## src/rtl/tlp_tgt_pkg.sv

```systemverilog
package tlp_tgt_pkg;

    typedef enum logic [2:0] {
        RX_HDR0,
        RX_HDR1,
        RX_HDR2,
        RX_DATA,
        RX_DRAIN
    } rx_state_t;

    typedef enum logic [2:0] {
        TX_IDLE,
        TX_HDR0,
        TX_HDR1,
        TX_HDR2,
        TX_DATA
    } tx_state_t;

    localparam int DW_W   = 32;
    localparam int LEN_W  = 10;
    localparam int RID_W  = 16;
    localparam int TAG_W  = 8;

    localparam logic [1:0] FMT_HDR3_NODATA = 2'b00;
    localparam logic [1:0] FMT_HDR3_DATA   = 2'b10;
    localparam logic [4:0] TYPE_MEMREQ     = 5'b00000;
    localparam logic [4:0] TYPE_COMPL      = 5'b01010;
    localparam logic [2:0] STATUS_OK       = 3'b000;

endpackage

```

## src/rtl/tlp_word_mem.sv

```systemverilog
module tlp_word_mem #(
    parameter int ADDR_W = 6,
    parameter int DATA_W = 32
) (
    input  logic              clk,
    input  logic              wr_en,
    input  logic [ADDR_W-1:0] wr_addr,
    input  logic [DATA_W-1:0] wr_data,
    input  logic [ADDR_W-1:0] rd_addr,
    output logic [DATA_W-1:0] rd_data
);
    localparam int DEPTH = 1 << ADDR_W;

    logic [DATA_W-1:0] store [DEPTH];

    always_ff @(posedge clk) begin
        if (wr_en) begin
            store[wr_addr] <= wr_data;
        end
    end

    assign rd_data = store[rd_addr];

endmodule

```

## src/rtl/tlp_rx_parser.sv

```systemverilog
module tlp_rx_parser
    import tlp_tgt_pkg::*;
#(
    parameter int ADDR_W = 6
) (
    input  logic              clk,
    input  logic              rst_n,
    input  logic              in_valid,
    output logic              in_ready,
    input  logic [DW_W-1:0]   in_data,
    input  logic              in_eop,
    input  logic              tx_busy,
    output logic              wr_en,
    output logic [ADDR_W-1:0] wr_addr,
    output logic [DW_W-1:0]   wr_data,
    output logic              rd_valid,
    output logic [RID_W-1:0]  rd_rid,
    output logic [TAG_W-1:0]  rd_tag,
    output logic [LEN_W-1:0]  rd_len,
    output logic [ADDR_W-1:0] rd_addr,
    output logic [4:0]        rd_lo
);
    rx_state_t         state_q, state_d;
    logic              is_wr_q;
    logic [LEN_W-1:0]  len_q;
    logic [LEN_W-1:0]  remain_q;
    logic [RID_W-1:0]  rid_q;
    logic [TAG_W-1:0]  tag_q;
    logic [ADDR_W-1:0] addr_q;
    logic              accept;
    logic              hdr_is_wr;
    logic              hdr_is_rd;

    assign accept    = in_valid && in_ready;
    assign hdr_is_wr = (in_data[30:29] == FMT_HDR3_DATA)   && (in_data[28:24] == TYPE_MEMREQ);
    assign hdr_is_rd = (in_data[30:29] == FMT_HDR3_NODATA) && (in_data[28:24] == TYPE_MEMREQ);

    // next-state logic
    always_comb begin
        state_d = state_q;
        unique case (state_q)
            RX_HDR0: begin
                if (accept) begin
                    if (in_eop)                      state_d = RX_HDR0;
                    else if (hdr_is_wr || hdr_is_rd) state_d = RX_HDR1;
                    else                             state_d = RX_DRAIN;
                end
            end
            RX_HDR1: begin
                if (accept) state_d = in_eop ? RX_HDR0 : RX_HDR2;
            end
            RX_HDR2: begin
                if (accept) begin
                    if (in_eop)      state_d = RX_HDR0;
                    else if (is_wr_q) state_d = RX_DATA;
                    else             state_d = RX_DRAIN;
                end
            end
            RX_DATA: begin
                if (accept && in_eop) state_d = RX_HDR0;
            end
            RX_DRAIN: begin
                if (accept && in_eop) state_d = RX_HDR0;
            end
            default: state_d = RX_HDR0;
        endcase
    end

    // state register
    always_ff @(posedge clk or negedge rst_n) begin
        if (!rst_n) state_q <= RX_HDR0;
        else        state_q <= state_d;
    end

    // header capture and write-address walk
    always_ff @(posedge clk or negedge rst_n) begin
        if (!rst_n) begin
            is_wr_q  <= 1'b0;
            len_q    <= '0;
            remain_q <= '0;
            rid_q    <= '0;
            tag_q    <= '0;
            addr_q   <= '0;
        end else if (accept) begin
            unique case (state_q)
                RX_HDR0: begin
                    is_wr_q <= hdr_is_wr;
                    len_q   <= in_data[LEN_W-1:0];
                end
                RX_HDR1: begin
                    rid_q <= in_data[31:16];
                    tag_q <= in_data[15:8];
                end
                RX_HDR2: begin
                    addr_q   <= in_data[ADDR_W+1:2];
                    remain_q <= len_q;
                end
                RX_DATA: begin
                    if (remain_q != '0) begin
                        addr_q   <= addr_q + 1'b1;
                        remain_q <= remain_q - 1'b1;
                    end
                end
                default: ;
            endcase
        end
    end

    // outputs
    always_comb begin
        in_ready = !tx_busy;
        wr_en    = (state_q == RX_DATA) && accept && (remain_q != '0);
        wr_addr  = addr_q;
        wr_data  = in_data;
        rd_valid = (state_q == RX_HDR2) && accept && !is_wr_q;
        rd_rid   = rid_q;
        rd_tag   = tag_q;
        rd_len   = len_q;
        rd_addr  = in_data[ADDR_W+1:2];
        rd_lo    = in_data[6:2];
    end

endmodule

```

## src/rtl/tlp_cpl_gen.sv

```systemverilog
module tlp_cpl_gen
    import tlp_tgt_pkg::*;
#(
    parameter int          ADDR_W = 6,
    parameter logic [15:0] CPL_ID = 16'h0100
) (
    input  logic              clk,
    input  logic              rst_n,
    input  logic              rd_valid,
    input  logic [RID_W-1:0]  rd_rid,
    input  logic [TAG_W-1:0]  rd_tag,
    input  logic [LEN_W-1:0]  rd_len,
    input  logic [ADDR_W-1:0] rd_addr,
    input  logic [4:0]        rd_lo,
    output logic [ADDR_W-1:0] mem_addr,
    input  logic [DW_W-1:0]   mem_data,
    output logic              busy,
    output logic              out_valid,
    input  logic              out_ready,
    output logic [DW_W-1:0]   out_data,
    output logic              out_sop,
    output logic              out_eop
);
    localparam int BC_W = LEN_W + 2;

    tx_state_t         state_q, state_d;
    logic [RID_W-1:0]  rid_q;
    logic [TAG_W-1:0]  tag_q;
    logic [LEN_W-1:0]  len_q;
    logic [LEN_W-1:0]  remain_q;
    logic [ADDR_W-1:0] cur_q;
    logic [4:0]        lo_q;
    logic              step;
    logic [BC_W-1:0]   byte_cnt;

    assign step     = out_valid && out_ready;
    assign byte_cnt = {len_q, 2'b00};

    // next-state logic
    always_comb begin
        state_d = state_q;
        unique case (state_q)
            TX_IDLE: if (rd_valid) state_d = TX_HDR0;
            TX_HDR0: if (step) state_d = TX_HDR1;
            TX_HDR1: if (step) state_d = TX_HDR2;
            TX_HDR2: if (step) state_d = (len_q == '0) ? TX_IDLE : TX_DATA;
            TX_DATA: if (step && remain_q == LEN_W'(1)) state_d = TX_IDLE;
            default: state_d = TX_IDLE;
        endcase
    end

    // state register
    always_ff @(posedge clk or negedge rst_n) begin
        if (!rst_n) state_q <= TX_IDLE;
        else        state_q <= state_d;
    end

    // request capture and read-address walk
    always_ff @(posedge clk or negedge rst_n) begin
        if (!rst_n) begin
            rid_q    <= '0;
            tag_q    <= '0;
            len_q    <= '0;
            remain_q <= '0;
            cur_q    <= '0;
            lo_q     <= '0;
        end else if (state_q == TX_IDLE && rd_valid) begin
            rid_q    <= rd_rid;
            tag_q    <= rd_tag;
            len_q    <= rd_len;
            remain_q <= rd_len;
            cur_q    <= rd_addr;
            lo_q     <= rd_lo;
        end else if (state_q == TX_DATA && step) begin
            cur_q    <= cur_q + 1'b1;
            remain_q <= remain_q - 1'b1;
        end
    end

    // outputs
    always_comb begin
        busy      = (state_q != TX_IDLE);
        out_valid = (state_q != TX_IDLE);
        out_sop   = (state_q == TX_HDR0);
        out_eop   = ((state_q == TX_HDR2) && (len_q == '0)) ||
                    ((state_q == TX_DATA) && (remain_q == LEN_W'(1)));
        mem_addr  = cur_q;
        unique case (state_q)
            TX_HDR0: out_data = {1'b0, FMT_HDR3_DATA, TYPE_COMPL, 14'h0, len_q};
            TX_HDR1: out_data = {CPL_ID, STATUS_OK, 1'b0, byte_cnt};
            TX_HDR2: out_data = {rid_q, tag_q, 1'b0, lo_q, 2'b00};
            TX_DATA: out_data = mem_data;
            default: out_data = '0;
        endcase
    end

endmodule

```

## src/rtl/tlp_mem_target.sv

```systemverilog
module tlp_mem_target
    import tlp_tgt_pkg::*;
#(
    parameter int          ADDR_W = 6,
    parameter logic [15:0] CPL_ID = 16'h0100
) (
    input  logic        clk,
    input  logic        rst_n,
    input  logic        in_valid,
    output logic        in_ready,
    input  logic [31:0] in_data,
    input  logic        in_sop,
    input  logic        in_eop,
    output logic        out_valid,
    input  logic        out_ready,
    output logic [31:0] out_data,
    output logic        out_sop,
    output logic        out_eop
);
    logic              wr_en;
    logic [ADDR_W-1:0] wr_addr;
    logic [DW_W-1:0]   wr_data;
    logic              rd_valid;
    logic [RID_W-1:0]  rd_rid;
    logic [TAG_W-1:0]  rd_tag;
    logic [LEN_W-1:0]  rd_len;
    logic [ADDR_W-1:0] rd_addr;
    logic [4:0]        rd_lo;
    logic [ADDR_W-1:0] mem_addr;
    logic [DW_W-1:0]   mem_data;
    logic              tx_busy;
    logic              sop_unused;

    // packet boundaries are tracked by the parser from the end marker alone
    assign sop_unused = in_sop;

    tlp_rx_parser #(.ADDR_W(ADDR_W)) u_rx (
        .clk      (clk),
        .rst_n    (rst_n),
        .in_valid (in_valid),
        .in_ready (in_ready),
        .in_data  (in_data),
        .in_eop   (in_eop),
        .tx_busy  (tx_busy),
        .wr_en    (wr_en),
        .wr_addr  (wr_addr),
        .wr_data  (wr_data),
        .rd_valid (rd_valid),
        .rd_rid   (rd_rid),
        .rd_tag   (rd_tag),
        .rd_len   (rd_len),
        .rd_addr  (rd_addr),
        .rd_lo    (rd_lo)
    );

    tlp_word_mem #(.ADDR_W(ADDR_W), .DATA_W(DW_W)) u_mem (
        .clk     (clk),
        .wr_en   (wr_en),
        .wr_addr (wr_addr),
        .wr_data (wr_data),
        .rd_addr (mem_addr),
        .rd_data (mem_data)
    );

    tlp_cpl_gen #(.ADDR_W(ADDR_W), .CPL_ID(CPL_ID)) u_tx (
        .clk       (clk),
        .rst_n     (rst_n),
        .rd_valid  (rd_valid),
        .rd_rid    (rd_rid),
        .rd_tag    (rd_tag),
        .rd_len    (rd_len),
        .rd_addr   (rd_addr),
        .rd_lo     (rd_lo),
        .mem_addr  (mem_addr),
        .mem_data  (mem_data),
        .busy      (tx_busy),
        .out_valid (out_valid),
        .out_ready (out_ready),
        .out_data  (out_data),
        .out_sop   (out_sop),
        .out_eop   (out_eop)
    );

endmodule

```

## config.mk

```make
export PLATFORM = sky130hd
export DESIGN_NAME = tlp_mem_target
export DESIGN_NICKNAME = d
export VERILOG_FILES = /design/src/rtl/tlp_tgt_pkg.sv /design/src/rtl/tlp_word_mem.sv /design/src/rtl/tlp_rx_parser.sv /design/src/rtl/tlp_cpl_gen.sv /design/src/rtl/tlp_mem_target.sv
export SDC_FILE = /design/constraint.sdc
export NUM_CORES = 2
export LEC_CHECK = 0
export ABC_AREA = 1
export BUFFER_PORTS_ARGS = -buffer_cell sky130_fd_sc_hd__clkbuf_2
export CAP_MARGIN = 10
export CORE_MARGIN = 4
export CORE_UTILIZATION = 50
export DETAILED_ROUTE_END_ITERATION = 8
export MAX_ROUTING_LAYER = met4
export PLACE_DENSITY = 0.75
export SKIP_CTS_REPAIR_TIMING = 1
export SLEW_MARGIN = 0
export SYNTH_ARGS = -nofsm -noshare
export SYNTH_HDL_FRONTEND = slang
export SYNTH_SLANG_ARGS = --single-unit
```

## constraint.sdc

```tcl
create_clock -name clk -period 6.6 [get_ports clk]
set_input_delay 1.32 -clock clk [delete_from_list [all_inputs] [get_ports clk]]
set_output_delay 1.32 -clock clk [all_outputs]
set_load 0.01 [all_outputs]
```

==> metrics.cfg <==
[yosys]
yosys.area.top_type_share_pct=68.5
ys_seq_area_share_pct=71.6
synth_top_area_cell=edfxtp_1
postSynthCellCount=8294
synth_top_flop_cell=edfxtp_1
ys_ff_latch=2160
synth.distinct_cells=36
synthTopCellsByCount=nand2_1, edfxtp_1, nor2_1
synth.area.top_cells=edfxtp_1, nand2_1, nand3_1
syn-cell-area_mm2=0.0897
syn_area_per_cell_um2=10.8
synth_most_common_cell=nand2_1
synth-edff-count=2048
async_flop_share_pct=5.19
ys_warn_count=0
syn_nets=8338

[clock_tree]
cts.reportedPaths.clkPinSlew_ps=70
numCtsBuffers=206
cts_buffer_depth=3
cts_tree=done
cts_num_sinks=2160
h-tree-depth=4
cts-root-buf=clkbuf_16
clkLatencyLatePin_ps=830

[grt]
overflow=0
antenna_found_initial=7
grt_pass1_vias=59200
grt_usage_pct=26.6
grt_pass1_wl_um=361000
grt_max_degree=213

[die]
io_pins=74
initial_utilization_pct=50.3
coreArea_mm2=0.178
die_width_um=432
dieArea_mm2=0.186
chipHeight_um=432
rows=155

[setup_path]
critPathKind=reg -> out
required_ps=5280
critical_path_buf_inv_count=3
cp_slowest_cell=dfrtp_4
crit_path_cell_trace=nand2_1, inv_4, buf_4, nand3_1, nand2_1, nor2_1, nand2_1, nand3_1, nand2_1, nand2_1, nand2_1, clkbuf_2
cpMostUsedCell=nand2_1
endpoint_kind=output port
cpPeakStageDelay_ps=820
worstPathMaxFanout=42
crit_family=simple AND/OR/NAND/NOR gates
start_kind=register
crit_arrival_ps=4490

[sta]
setup_viol=0
fin_skew_ps=35.8
setup-tns-final_ps=0
post-route-min-period_ps=5810
fin_crit_sh_pct=88.1
rsz0062_at_grt=false
fmax_mhz=172
relSlewSlack_pct=15.3
finalWorstSetupSlack_ps=788
final_hold_viol_count=0
drv_slew=0
tightest_slew_ps=1270

[drt]
drc_errors=0
vias=61800
routed_wirelength_um=245000
wl_met1_um=89500
wl_per_cell_um=22.7
viasPerCell=5.72
dr.first_iter.drc_count=8629
top_layer=met4
first_pass_iters=7
ant_nets=0
dr_wl_met3_um=29100
wl_met2_um=113000

[power]
seqPwrFrac_pct=38.1
powerDensity_mw_per_mm2=405
p_clk_share_pct=28.3
leakagePower_uw=0.0379
p_int_uw=25100
ir_drop_mv=0.325
switching_share_pct=37.7
p_sw_uw=15200
p_comb_share_pct=33.6

[placed_design]
hpwl_um=128000
post-place-ws_ps=1810
place.gp.congestion=0.949
io_buffers=72

[run_status]
status=finished, final reports clean

[hold_path]
hold_class=reg -> reg

[layout]
fill_cells=14100
layout.nets=8318
register_area_mm2=0.0643
multi_input_comb_area_mm2=0.0223
area_growth_pct=10.9
drive_above_1_share_pct=7.16

[run]
maxCapViolCount=0

per-layer routing:
layer,GRT usage [%],up-vias
met1,34.2,29600
li1,-,27800
met3,5.31,661
met5,-,-
met4,13.5,0
met2,40.4,3708
power by group through the flow:
stage | clock network (uW) | registers (uW) | logic (uW)
after CTS | 11400 | 15400 | 13200
after global placement | 0 | 15600 | 12800
after detailed placement | 0 | 15600 | 13100
final | 11400 | 15400 | 13500
after global routing | 12100 | 15400 | 14700
after floorplan | 0 | 15500 | 8500
cell families (layout without fill, tap and decap cells):
family	Yosys count	after routing	synth area share, %
flip-flops	2160	2160	71.6
AO/OA/AOI/OAI	587	587	3.37
adder cells (fa/ha/maj)	6	6	0.0836
AND/OR/NAND/NOR	4621	4621	20.6
XOR/XNOR	8	8	0.0781
multiplexers	5	5	0.0627
buffers and inverters	907	1057	4.11
other	0	3	0
through the flow:
step                cell area, um2  std cells  hold slack (ps)  util (%)  total power, uW
finish                       99500      10800              491      55.8            40300
CTS                          99500      10800              489      55.8            40000
floorplan                    89700       8294              443         -            24000
global route                 99500      10800              503      55.8            42100
detailed placement           93100      10400              474      52.2            28700
global placement             93100      10400              461      52.2            28400
worst min-delay path: stages (launching register included):
cell,delay [ps]
dfrtp_1,350
nand2_1,50
o21ai_0,60
final timing paths:
check	slack [ps]	cells after the start	endpoint	start
min in group asynchronous	530	1	u_tx.rid_q[14]$_DFFE_PN0P_	rst_n
worst min-delay path	490	2	u_tx.tag_q[6]$_DFFE_PN0P_	u_tx.tag_q[6]$_DFFE_PN0P_
worst max register to register	2620	10	u_mem.store[54][12]$_DFFE_PP_	u_tx.state_q[0]$_DFFE_PN0P_
worst max-delay path	790	12	out_data[14]	u_tx.mem_addr[2]$_DFFE_PN0P_
max in group asynchronous	4680	2	u_tx.mem_addr[0]$_DFFE_PN0P_	rst_n
worst min register to register	490	2	u_tx.tag_q[6]$_DFFE_PN0P_	u_tx.tag_q[6]$_DFFE_PN0P_
cells in the final DEF (no fill, tap or decap), types with 63 or more instances in the layout:
master,count
nand3_1,837
inv_1,437
clkbuf_16,214
o21ai_0,408
clkbuf_1,63
nor2_4,63
nand2_1,2834
a21oi_1,142
buf_4,138
nor2_1,830
edfxtp_1,2048
dfrtp_1,108
final cells by class:
cell class	instances	area share [%]
Clock buffer	278	5.63
Clock inverter	100	0.825
Sequential cell	2160	64.6
Antenna cell	3	0.00754
Timing Repair Buffer	234	1.90
Tap cell	2355	2.96
Inverter	445	1.70
Multi-Input combinational cell	5227	22.4
state kept, by name (all words and copies together), names as in the netlist, 10 cells and up:
name           flops
u_rx.remain_q     10
u_rx.rd_len       10
u_rx.rd_rid       16
u_tx.rid_q        16
u_tx.remain_q     10
u_tx.len_q        10
u_mem.store     2048
Note: power is estimated with default switching activity, not from simulation.
